## config.mk

```make
export PLATFORM = sky130hd
export DESIGN_NAME = muxbus_regport
export DESIGN_NICKNAME = d
export VERILOG_FILES = /design/src/rtl/muxbus_pkg.sv /design/src/rtl/muxbus_sync.sv /design/src/rtl/muxbus_strobe_dec.sv /design/src/rtl/muxbus_cycle.sv /design/src/rtl/muxbus_regport.sv
export SDC_FILE = /design/constraint.sdc
export NUM_CORES = 1
export LEC_CHECK = 0
export CORE_MARGIN = 10
export CORE_UTILIZATION = 46
export DETAILED_ROUTE_END_ITERATION = 6
export PLACE_DENSITY = 0.84
export SLEW_MARGIN = 20
export SYNTH_ARGS = -nofsm -noshare
export SYNTH_HDL_FRONTEND = slang
export SYNTH_SLANG_ARGS = --single-unit
```

## constraint.sdc

```tcl
create_clock -name clk -period 2 [get_ports clk]
set_clock_uncertainty 0.1 [all_clocks]
set_input_delay 0.4 -clock clk [delete_from_list [all_inputs] [get_ports clk]]
set_output_delay 0.4 -clock clk [all_outputs]
set_load 0.005 [all_outputs]
```

## src/rtl/muxbus_pkg.sv

```systemverilog
package muxbus_pkg;
  typedef enum logic {
    BUS_SPLIT = 1'b0,
    BUS_DSDIR = 1'b1
  } bus_mode_e;

  typedef struct packed {
    logic rd;
    logic wr;
  } strobe_req_t;
endpackage

```

## src/rtl/muxbus_sync.sv

```systemverilog
module muxbus_sync #(
  parameter int W = 1,
  parameter int STAGES = 2,
  parameter logic [W-1:0] INIT = '0
) (
  input  logic         clk,
  input  logic         rst_n,
  input  logic [W-1:0] d,
  output logic [W-1:0] q
);
  logic [W-1:0] stg [STAGES];

  always_ff @(posedge clk or negedge rst_n) begin
    if (!rst_n) begin
      for (int i = 0; i < STAGES; i++) stg[i] <= INIT;
    end else begin
      stg[0] <= d;
      for (int i = 1; i < STAGES; i++) stg[i] <= stg[i-1];
    end
  end

  assign q = stg[STAGES-1];
endmodule

```

## src/rtl/muxbus_strobe_dec.sv

```systemverilog
module muxbus_strobe_dec
  import muxbus_pkg::*;
(
  input  bus_mode_e   mode,
  input  logic        cs_n,
  input  logic        rd_n,
  input  logic        wr_n,
  output strobe_req_t req
);
  always_comb begin
    req = '0;
    if (!cs_n) begin
      unique case (mode)
        BUS_SPLIT: begin
          // read wins if both strobes are low
          req.rd = !rd_n;
          req.wr = !wr_n && rd_n;
        end
        BUS_DSDIR: begin
          req.rd = !rd_n && wr_n;
          req.wr = !rd_n && !wr_n;
        end
        default: req = '0;
      endcase
    end
  end
endmodule

```

## src/rtl/muxbus_cycle.sv

```systemverilog
module muxbus_cycle
  import muxbus_pkg::*;
#(
  parameter int AW = 8,
  parameter int DW = 8
) (
  input  logic          clk,
  input  logic          rst_n,
  input  logic          ale,
  input  logic          cs_n,
  input  logic [DW-1:0] din,
  input  strobe_req_t   req,
  input  logic [DW-1:0] reg_rdata,
  output logic [AW-1:0] reg_addr,
  output logic [DW-1:0] reg_wdata,
  output logic          reg_we,
  output logic          reg_re,
  output logic [DW-1:0] bus_dout,
  output logic          bus_oe
);
  logic [AW-1:0] addr_q;
  logic [DW-1:0] wdat_q, dout_q;
  logic ale_d, rd_q, rd_d, wr_q, wr_d;

  always_ff @(posedge clk or negedge rst_n) begin
    if (!rst_n) begin
      addr_q <= '0;
      wdat_q <= '0;
      dout_q <= '0;
      ale_d  <= 1'b0;
      rd_q   <= 1'b0;
      rd_d   <= 1'b0;
      wr_q   <= 1'b0;
      wr_d   <= 1'b0;
    end else begin
      ale_d <= ale;
      if (ale_d && !ale) addr_q <= din[AW-1:0];
      rd_q <= req.rd;
      rd_d <= rd_q;
      wr_q <= req.wr;
      wr_d <= wr_q;
      if (req.wr) wdat_q <= din;
      if (reg_re) dout_q <= reg_rdata;
    end
  end

  assign reg_addr  = addr_q;
  assign reg_wdata = wdat_q;
  assign reg_re    = rd_q && !rd_d;
  assign reg_we    = wr_d && !wr_q;
  assign bus_oe    = rd_q && rd_d;
  assign bus_dout  = dout_q;


  we_single_chk: assert property (@(posedge clk) disable iff (!rst_n)
    reg_we |=> !reg_we);


  we_re_excl_chk: assert property (@(posedge clk) disable iff (!rst_n)
    !(reg_we && reg_re));


  oe_cs_chk: assert property (@(posedge clk) disable iff (!rst_n)
    bus_oe |-> $past(!cs_n));


  cs_release_chk: assert property (@(posedge clk) disable iff (!rst_n)
    $rose(cs_n) |=> !bus_oe);


  re_single_chk: assert property (@(posedge clk) disable iff (!rst_n)
    reg_re |=> !reg_re);
endmodule

```

## src/rtl/muxbus_regport.sv

```systemverilog
module muxbus_regport
  import muxbus_pkg::*;
#(
  parameter int AW = 8,
  parameter int DW = 8,
  parameter int SYNC_STAGES = 2
) (
  input  logic          clk,
  input  logic          rst_n,
  input  logic          bus_mode,
  input  logic          ale,
  input  logic          cs_n,
  input  logic          rd_n,
  input  logic          wr_n,
  input  logic [DW-1:0] bus_din,
  output logic [DW-1:0] bus_dout,
  output logic          bus_oe,
  output logic [AW-1:0] reg_addr,
  output logic [DW-1:0] reg_wdata,
  output logic          reg_we,
  output logic          reg_re,
  input  logic [DW-1:0] reg_rdata
);
  localparam int CTL_W = 5;
  localparam logic [CTL_W-1:0] CTL_IDLE = 5'b00111;

  logic [CTL_W-1:0] ctl_s;
  logic [DW-1:0]    din_s;
  strobe_req_t      req;
  bus_mode_e        mode_s;

  muxbus_sync #(.W(CTL_W), .STAGES(SYNC_STAGES), .INIT(CTL_IDLE)) u_ctl_sync (
    .clk(clk), .rst_n(rst_n),
    .d({bus_mode, ale, cs_n, rd_n, wr_n}),
    .q(ctl_s)
  );

  muxbus_sync #(.W(DW), .STAGES(SYNC_STAGES), .INIT('0)) u_dat_sync (
    .clk(clk), .rst_n(rst_n), .d(bus_din), .q(din_s)
  );

  assign mode_s = bus_mode_e'(ctl_s[4]);

  muxbus_strobe_dec u_dec (
    .mode(mode_s), .cs_n(ctl_s[2]), .rd_n(ctl_s[1]), .wr_n(ctl_s[0]), .req(req)
  );

  muxbus_cycle #(.AW(AW), .DW(DW)) u_cyc (
    .clk(clk), .rst_n(rst_n), .ale(ctl_s[3]), .cs_n(ctl_s[2]),
    .din(din_s), .req(req), .reg_rdata(reg_rdata),
    .reg_addr(reg_addr), .reg_wdata(reg_wdata), .reg_we(reg_we),
    .reg_re(reg_re), .bus_dout(bus_dout), .bus_oe(bus_oe)
  );
endmodule

```

==> results of run 1 <==
layer usage:
metal | vias up | part of all wire (%)
met3 | 4 | 5.1
met4 | 0 | 1.1
met1 | 460 | 36
li1 | 415 | -
met2 | 22 | 58
met5 | - | 0
power groups by stage:
stage          sequential [uW]  combinational [uW]  clock [uW]
2_1_floorplan             1330                 129           0
3_3_place_gp              1320                 422           0
3_5_place_dp              1330                 437           0
4_1_cts                   1310                 442         722
5_1_grt                   1330                 460         770
6_report                  1310                 428         703
per-stage QoR:
step | hold WS [ns] | cells | power, uW | area, um2 | utilization (%)
after global routing | 0.2593 | 197 | 2560 | 2442 | 66.21
after detailed placement | 0.2355 | 188 | 1770 | 2320 | 62.89
after global placement | 0.2320 | 188 | 1747 | 2320 | 62.89
final | 0.2549 | 197 | 2442 | 2442 | 66.21
after CTS | 0.2554 | 197 | 2479 | 2442 | 66.21
after floorplan | 0.004409 | 91 | 1458 | 1759 | -
cell type report:
cell class | instances | share of cell area [%]
Clock buffer | 5 | 2.818
Inverter | 2 | 0.3074
Tap cell | 48 | 2.459
Timing Repair Buffer | 53 | 21.72
Clock inverter | 3 | 1.793
Sequential cell | 55 | 56.66
Multi-Input combinational cell | 31 | 14.24
state kept, by name, indices dropped and copies added, names as in the netlist:
name,cells
u_ctl_sync.q,5
u_ctl_sync.stg,5
u_cyc.ale_d,1
u_cyc.bus_dout,8
u_cyc.rd_d,1
u_cyc.rd_q,1
u_cyc.reg_addr,8
u_cyc.reg_wdata,8
u_cyc.wr_d,1
u_cyc.wr_q,1
u_dat_sync.q,8
u_dat_sync.stg,8
cell usage after synthesis, drive strengths merged:
cell	n
dfrtp	49
buf	2
nand2b	1
mux2	24
clkbuf	1
xnor2	1
and2	1
a211oi	1
dfstp	6
inv	2
nor2b	2
or3	1
how the worst max path moves through the flow:
stage                         end  depth (start not counted)             from
3_3_place_gp   u_cyc.reg_wdata[7]                          3  u_ctl_sync.q[1]
4_1_cts                    reg_re                          2       u_cyc.rd_q
5_1_grt                    reg_re                          2       u_cyc.rd_q
3_5_place_dp   u_cyc.reg_wdata[0]                          3  u_ctl_sync.q[1]
6_report                   reg_re                          2       u_cyc.rd_q
2_1_floorplan  u_cyc.reg_wdata[0]                          4  u_ctl_sync.q[1]
kinds of logic after synthesis:
group / Yosys count / share of synthesized area (%)
compound gates: 1 / 0.4269
flops: 55 / 78.66
buf+inv: 5 / 1.564
mux: 24 / 17.07
simple gates: 5 / 1.779
xor+xnor: 1 / 0.4980
worst max-delay path, cell delays in order (launching register included):
cell             delay, ns
dfrtp_1               0.38
nor2b_1               0.17
clkdlybuf4s50_1       0.53
==> flow_metrics.env, run 1 <==
export IMPL_cts_max_path_buffers=2
export IMPL_setup_viol=0
export IMPL_critical_path_class="reg2out"
export IMPL_min_period_over_period_pct=93.84
export IMPL_rsz0062_at_grt="no"
export IMPL_finalWirelength_um=3307
export IMPL_tightest_slew_ns=0.5288
export IMPL_cp_start_kind="flop"
export IMPL_clk_latency_ns=0.30
export IMPL_syn_nets=114
export IMPL_cap_violations=0
export IMPL_hold_buffers=1
export IMPL_synth_cell_types=14
export IMPL_cp_required_ns=1.50
export IMPL_root_buffer="clkbuf_8"
export IMPL_seq_area_um2=1384
export IMPL_holdPathStages=0
export IMPL_hold_path_class="reg2reg"
export IMPL_area_growth_pct=38.83
export IMPL_netlist_area_leader_share_pct=69.70
export IMPL_fp_dieArea_um2=6698
export IMPL_wire_per_inst_um=16.79
export IMPL_core_area_um2=3689
export IMPL_fillers=277
export IMPL_pwr_share_comb_pct=17.5
export IMPL_period_minus_slack_ns=1.877
export IMPL_gr_total_overflow=0
export IMPL_drc_errors=0
export IMPL_worstReg2RegStart="u_ctl_sync.q[1]"
export IMPL_synth_area_um2=1759
export IMPL_start_util_pct=47.69
export IMPL_routabilityCongestion=0.7084
export IMPL_tns_ns=0
export IMPL_clock_sinks=55
export IMPL_num_vias=901
export IMPL_fin_ws_ns=0.1232
export IMPL_p_per_area_nw_per_um2=999.9
export IMPL_swShare_pct=21.30
export IMPL_synth_seq_cells=55
export IMPL_firstDrtPassIters=4
export IMPL_synth_area_leaders="dfrtp_1 (70%), mux2_2 (10%), dfstp_2 (9.0%)"
export IMPL_antenna_found_initial=0
export IMPL_yosys_warnings=0
export IMPL_yosysSeqAreaShare_pct=78.66
export IMPL_first_iter_violations=56
export IMPL_hold_violations=0
export IMPL_seq_power_share_pct=53.7
export IMPL_slew_headroom_pct=64.74
export IMPL_grtUsageMet3_pct=4.367
export IMPL_placementRows=22
export IMPL_multi_input_area_um2=347.8
export IMPL_clock_power_share_pct=28.8
export IMPL_numPortBuffers=49
export IMPL_nNetsFinal=171
export IMPL_grt_pass1_vias=1026
export IMPL_outcome="finished, final reports clean"
export IMPL_grtUsageMet2_pct=19.36
export IMPL_cts_clk_slew_worst_paths_ns=0.09
export IMPL_cts_max_level=2
export IMPL_hp_start="u_ctl_sync.stg[9]"
export IMPL_die_w_um=81.84
export IMPL_maxSlewViolCount=0
export IMPL_diodes=0
export IMPL_ir_drop_mv=0.6793
export IMPL_grtUsageMet1_pct=11.05
export IMPL_cts_made_buffers=5
export IMPL_syn_area_per_cell_um2=19.33
export IMPL_ios=50
export IMPL_cts_resized=0
export IMPL_fmax_ghz=0.5328
export IMPL_cts_tree="done"
export IMPL_grt_max_degree=27
export IMPL_busiest_layer="met2"
export IMPL_yosysTopAreaCell="dfrtp_1"
export IMPL_worstReg2RegEnd="u_cyc.reg_wdata[1]"
export IMPL_cp_end_kind="output port"
export IMPL_hpwl_um=2537
export IMPL_p_leak_uw=0.001082
export IMPL_reg2reg_slack_ns=0.26
export IMPL_final_common_cell="dfrtp_1"
export IMPL_hold_end="u_ctl_sync.q[4]"
export IMPL_switchingPower_uw=520.1
export IMPL_synth_cells=91
export IMPL_ant_nets=0
export IMPL_p_int_uw=1922
export IMPL_final_cell_mix="dfrtp_1 (49), clkdlybuf4s50_1 (48), mux2_2 (16), mux2_4 (8), dfstp_2 (6)"
export IMPL_post_cts_buffers=0
export IMPL_die_y_um=81.84
export IMPL_worstPathMaxFanout=3
export IMPL_grt_pass1_wl_um=5292
export IMPL_grt_usage_pct=10.81
export IMPL_arrival_ns=1.38
export IMPL_drive_gt1_share_pct=28.19
export IMPL_vias_per_cell=4.574
export IMPL_reg2reg_depth=3
export IMPL_pre_cts_slack_ns=0.2710
Note: power is estimated with default switching activity, not from simulation.
==> run 2: changes to the inputs <==
Settings changed: CORE_ASPECT_RATIO from default to 0.7.
==> run 2 against run 1 <==
Compared with the run above: combinational power down 0.9%; worst hold slack is essentially flat; first-iteration DRC count fell by 77%; sequential cell count is the same; count of clock-buffer cells in the layout is 2 higher; routed wire length decreased by 0.57%; maximum frequency increased by 1.5%; final cell count rose by 0.51%; largest power group unchanged; highest routed layer unchanged.
==> flow_metrics.env, run 2 (synthesis results as in run 1) <==
export IMPL_finalWirelength_um=3288
export IMPL_tightest_slew_ns=0.5413
export IMPL_vias_per_cell=4.556
export IMPL_tns_ns=0
export IMPL_hold_violations=0
export IMPL_fp_dieArea_um2=6737
export IMPL_slowest_delay_ns=0.53
export IMPL_path_cells="nor2b_1 -> clkdlybuf4s50_1"
export IMPL_drc_errors=0
export IMPL_ios=50
export IMPL_hold_path_class="reg2reg"
export IMPL_root_buffer="clkbuf_8"
export IMPL_pre_cts_slack_ns=0.2425
export IMPL_num_vias=902
export IMPL_rsz0062_at_grt="no"
export IMPL_placementRows=18
export IMPL_dp_cells=189
export IMPL_p_leak_uw=0.001061
export IMPL_cp_required_ns=1.50
export IMPL_start_util_pct=48.82
export IMPL_setup_viol=0
export IMPL_dpl_cell_area_um2=2315
export IMPL_ir_drop_mv=0.6356
export IMPL_area_growth_pct=36.77
export IMPL_nNetsFinal=170
export IMPL_die_y_um=71.74
export IMPL_diodes=0
export IMPL_cts_clk_slew_worst_paths_ns=0.09
export IMPL_final_common_cell="dfrtp_1"
export IMPL_fin_cells=198
export IMPL_fmax_ghz=0.5407
export IMPL_cts_tree="done"
export IMPL_cap_violations=0
export IMPL_wire_per_inst_um=16.61
export IMPL_p_per_area_nw_per_um2=953.4
export IMPL_cp_top_family="buffers and inverters"
export IMPL_cts_made_buffers=5
export IMPL_grt_pass1_wl_um=5582
export IMPL_routabilityCongestion=0.7116
export IMPL_drive_gt1_share_pct=26.35
export IMPL_grt_usage_pct=10.80
export IMPL_cts_max_level=2
export IMPL_core_area_um2=3603
export IMPL_cp_start_kind="flop"
export IMPL_outcome="finished, final reports clean"
export IMPL_clk_latency_ns=0.29
export IMPL_first_iter_violations=13
export IMPL_cts_max_path_buffers=2
export IMPL_grt_pass1_vias=1072
export IMPL_period_minus_slack_ns=1.849
export IMPL_grt_max_degree=35
export IMPL_arrival_ns=1.35
export IMPL_numPortBuffers=49
export IMPL_worstPathMaxFanout=3
export IMPL_cp_end_kind="output port"
export IMPL_hpwl_um=2606
export IMPL_final_cell_mix="dfrtp_1 (49), clkdlybuf4s50_1 (48), mux2_2 (16), mux2_4 (8), dfstp_2 (6)"
export IMPL_final_cell_area_um2=2406
export IMPL_min_period_over_period_pct=92.47
export IMPL_fillers=259
export IMPL_slew_headroom_pct=63.91
export IMPL_antenna_found_initial=0
export IMPL_crit_buf_inv=1
export IMPL_gr_total_overflow=0
export IMPL_maxSlewViolCount=0
export IMPL_clock_sinks=55
export IMPL_ant_nets=0
export IMPL_firstDrtPassIters=3
export IMPL_fin_ws_ns=0.1506
export IMPL_holdWs_ns=0.2545
export IMPL_die_w_um=93.92
export IMPL_critical_path_class="reg2out"
export IMPL_cp_slowest_cell="clkdlybuf4s50_1"
## run 2: cell count changes in the layout (fill, tap and decap cells not counted)
cell       change
bufinv_16      -1
clkinv_4       -1
clkbuf_1       +2
buf_4          -1
## run 2: layout make-up
cell class	instances	area [um2]	area share (%)
repair buffers	52	523.0	21.74
flip-flops and latches	55	1384	57.51
inverters	2	7.507	0.3120
clock buffers	7	76.32	3.172
well taps	50	62.56	2.600
clock inverters	1	5.005	0.2080
multi-input cells	31	347.8	14.46
## run 2: worst paths after layout
kind	slack (ns)	from	cells after the start	to
hold / removal	0.25	u_dat_sync.stg[13]	0	u_dat_sync.q[5]
max in group asynchronous	0.78	rst_n	3	u_cyc.bus_dout[3]
setup / recovery	0.15	u_cyc.rd_q	2	reg_re
min in group asynchronous	0.48	rst_n	2	u_dat_sync.stg[11]
setup reg to reg	0.25	u_ctl_sync.q[1]	3	u_cyc.reg_wdata[5]
hold reg to reg	0.25	u_dat_sync.stg[13]	0	u_dat_sync.q[5]
## run 2: metrics by stage
step	util [%]	total power, uW
after floorplan	-	1458
after CTS	66.77	2330
after global placement	64.24	1747
after detailed placement	64.24	1769
final	66.77	2294
after global routing	66.77	2423
## run 2: routing by layer
| metal | vias up | GRT usage [%] | share of wire, % |
|---|---|---|---|
| met3 | 4 | 4.162 | 6.0 |
| met1 | 458 | 11.83 | 39 |
| met2 | 29 | 19.05 | 54 |
| met5 | - | 0 | 0 |
| li1 | 411 | - | - |
| met4 | 0 | 3.025 | 0.52 |
## run 2: what timing repair did
| action | CTS | global route |
|---|---|---|
| resized for setup | 0 | 0 |
| hold buffers | 1 | 0 |
| setup buffers | 0 | 0 |
| hold endpoints to repair | 15 | 0 |
## run 2: report_power, final
group / internal, uW / switching, uW
logic: 305 / 119
clock network: 246 / 315
registers: 1240 / 65.5
==> run 3: changes to the inputs <==
Settings changed: GPL_TIMING_DRIVEN from default to 1, PLACE_DENSITY 0.84 to 0.75.
==> run 3 against run 2 <==
Compared with the run above: via count fell by 3.2%; total power increased by 0.71%; utilization increased by 0.10 points; largest power group unchanged.
==> flow_metrics.env, run 3 (synthesis results as in run 1) <==
export IMPL_cp_required_ns=1.50
export IMPL_clk_latency_ns=0.31
export IMPL_first_iter_violations=33
export IMPL_hold_buffers=1
export IMPL_rsz0062_at_grt="no"
export IMPL_fp_dieArea_um2=6737
export IMPL_outcome="finished, final reports clean"
export IMPL_post_cts_buffers=0
export IMPL_cts_clk_slew_worst_paths_ns=0.10
export IMPL_start_util_pct=48.82
export IMPL_fin_ws_ns=0.08174
export IMPL_ios=50
export IMPL_wire_per_inst_um=15.79
export IMPL_placementRows=18
export IMPL_die_w_um=93.92
export IMPL_num_vias=873
export IMPL_cts_resized=0
export IMPL_maxSlewViolCount=0
export IMPL_die_y_um=71.74
export IMPL_setup_viol=0
export IMPL_ir_drop_mv=0.6101
export IMPL_diodes=0
export IMPL_pre_cts_slack_ns=0.2290
export IMPL_arrival_ns=1.42
export IMPL_slew_headroom_pct=64.62
export IMPL_worstPathMaxFanout=2
export IMPL_crit_start="u_cyc.rd_d"
export IMPL_gr_total_overflow=0
export IMPL_tns_ns=0
export IMPL_cp_slowest_cell="clkdlybuf4s50_1"
export IMPL_root_buffer="clkbuf_8"
export IMPL_hpwl_um=2321
export IMPL_grt_pass1_vias=998
export IMPL_nNetsFinal=170
export IMPL_drc_errors=0
export IMPL_finalWirelength_um=3127
export IMPL_cts_max_level=2
export IMPL_path_cells="nor2b_1 -> clkdlybuf4s50_1"
export IMPL_grt_usage_pct=10.02
export IMPL_cap_violations=0
export IMPL_hold_violations=0
export IMPL_critical_path_class="reg2out"
export IMPL_cts_tree="done"
export IMPL_ant_nets=0
export IMPL_hp_start="u_dat_sync.stg[15]"
export IMPL_cts_made_buffers=5
export IMPL_area_growth_pct=36.98
export IMPL_final_cell_area_um2=2410
export IMPL_clock_sinks=55
export IMPL_reg2reg_slack_ns=0.25
export IMPL_core_area_um2=3603
export IMPL_fmax_ghz=0.5213
export IMPL_worstReg2RegEnd="u_cyc.reg_wdata[5]"
export IMPL_tightest_slew_ns=0.5307
export IMPL_min_period_over_period_pct=95.91
export IMPL_final_common_cell="dfrtp_1"
export IMPL_antenna_found_initial=0
export IMPL_period_minus_slack_ns=1.918
export IMPL_slowest_delay_ns=0.56
export IMPL_routabilityCongestion=0.6782
export IMPL_vias_per_cell=4.409
export IMPL_firstDrtPassIters=2
export IMPL_drive_gt1_share_pct=27.03
export IMPL_cp_endpoint="reg_re"
export IMPL_p_leak_uw=0.001060
export IMPL_worstReg2RegStart="u_ctl_sync.q[1]"
export IMPL_numPortBuffers=49
export IMPL_grt_max_degree=56
export IMPL_cts_max_path_buffers=2
export IMPL_hold_path_class="reg2reg"
export IMPL_grt_pass1_wl_um=5202
export IMPL_dpl_cell_area_um2=2315
export IMPL_cp_end_kind="output port"
export IMPL_final_cell_mix="dfrtp_1 (49), clkdlybuf4s50_1 (48), mux2_2 (16), mux2_4 (8), dfstp_2 (6)"
export IMPL_reg2reg_depth=3
export IMPL_cp_start_kind="flop"
export IMPL_p_per_area_nw_per_um2=958.7
==> run 3: where the power goes <==
part / switching, uW / internal, uW
combinational: 117 / 305
clock: 333 / 245
sequential: 67.0 / 1240
total: 517 / 1790
==> run 3: worst max-delay path, delay by kind of cell, from the launching register on <==
family,cells,cell delay (ns)
simple gates,1,0.16
buf+inv,1,0.56
flops,1,0.40
==> run 3: area by class of cell <==
cell class | instances | area, um2
clock buffers | 6 | 72.57
clock inverters | 2 | 12.51
fillers | 245 | 1194
inverters | 2 | 7.507
multi-input cells | 31 | 347.8
flip-flops and latches | 55 | 1384
well taps | 50 | 62.56
repair buffers | 52 | 523.0
==> run 3: stage by stage <==
stage                     utilization (%)  hold slack [ns]  instances  power, uW
after floorplan                         -         0.004409         91       1458
after global placement              64.24           0.2317        189       1749
after detailed placement            64.24           0.2347        189       1765
after CTS                           66.88           0.2557        198       2348
after global routing                66.88           0.2662        198       2432
final                               66.88           0.2547        198       2310
==> run 3: worst min-delay path by stage <==
stage / slack (ns) / depth (start not counted) / to
global placement: 0.23 / 0 / u_dat_sync.q[7]
finish: 0.25 / 0 / u_dat_sync.q[7]
detailed placement: 0.23 / 0 / u_dat_sync.q[4]
floorplan: 0.004 / 0 / u_ctl_sync.q[3]
global route: 0.27 / 0 / u_dat_sync.q[7]
CTS: 0.26 / 0 / u_dat_sync.q[4]
==> run 3: routing by layer <==
| layer | global-route usage, % | wire length (um) | up-vias |
|---|---|---|---|
| met5 | 0 | 0 | - |
| met4 | 4.538 | 19 | 0 |
| met3 | 5.307 | 320 | 2 |
| met2 | 14.46 | 1347 | 38 |
| met1 | 12.11 | 1440 | 422 |
| li1 | - | - | 411 |
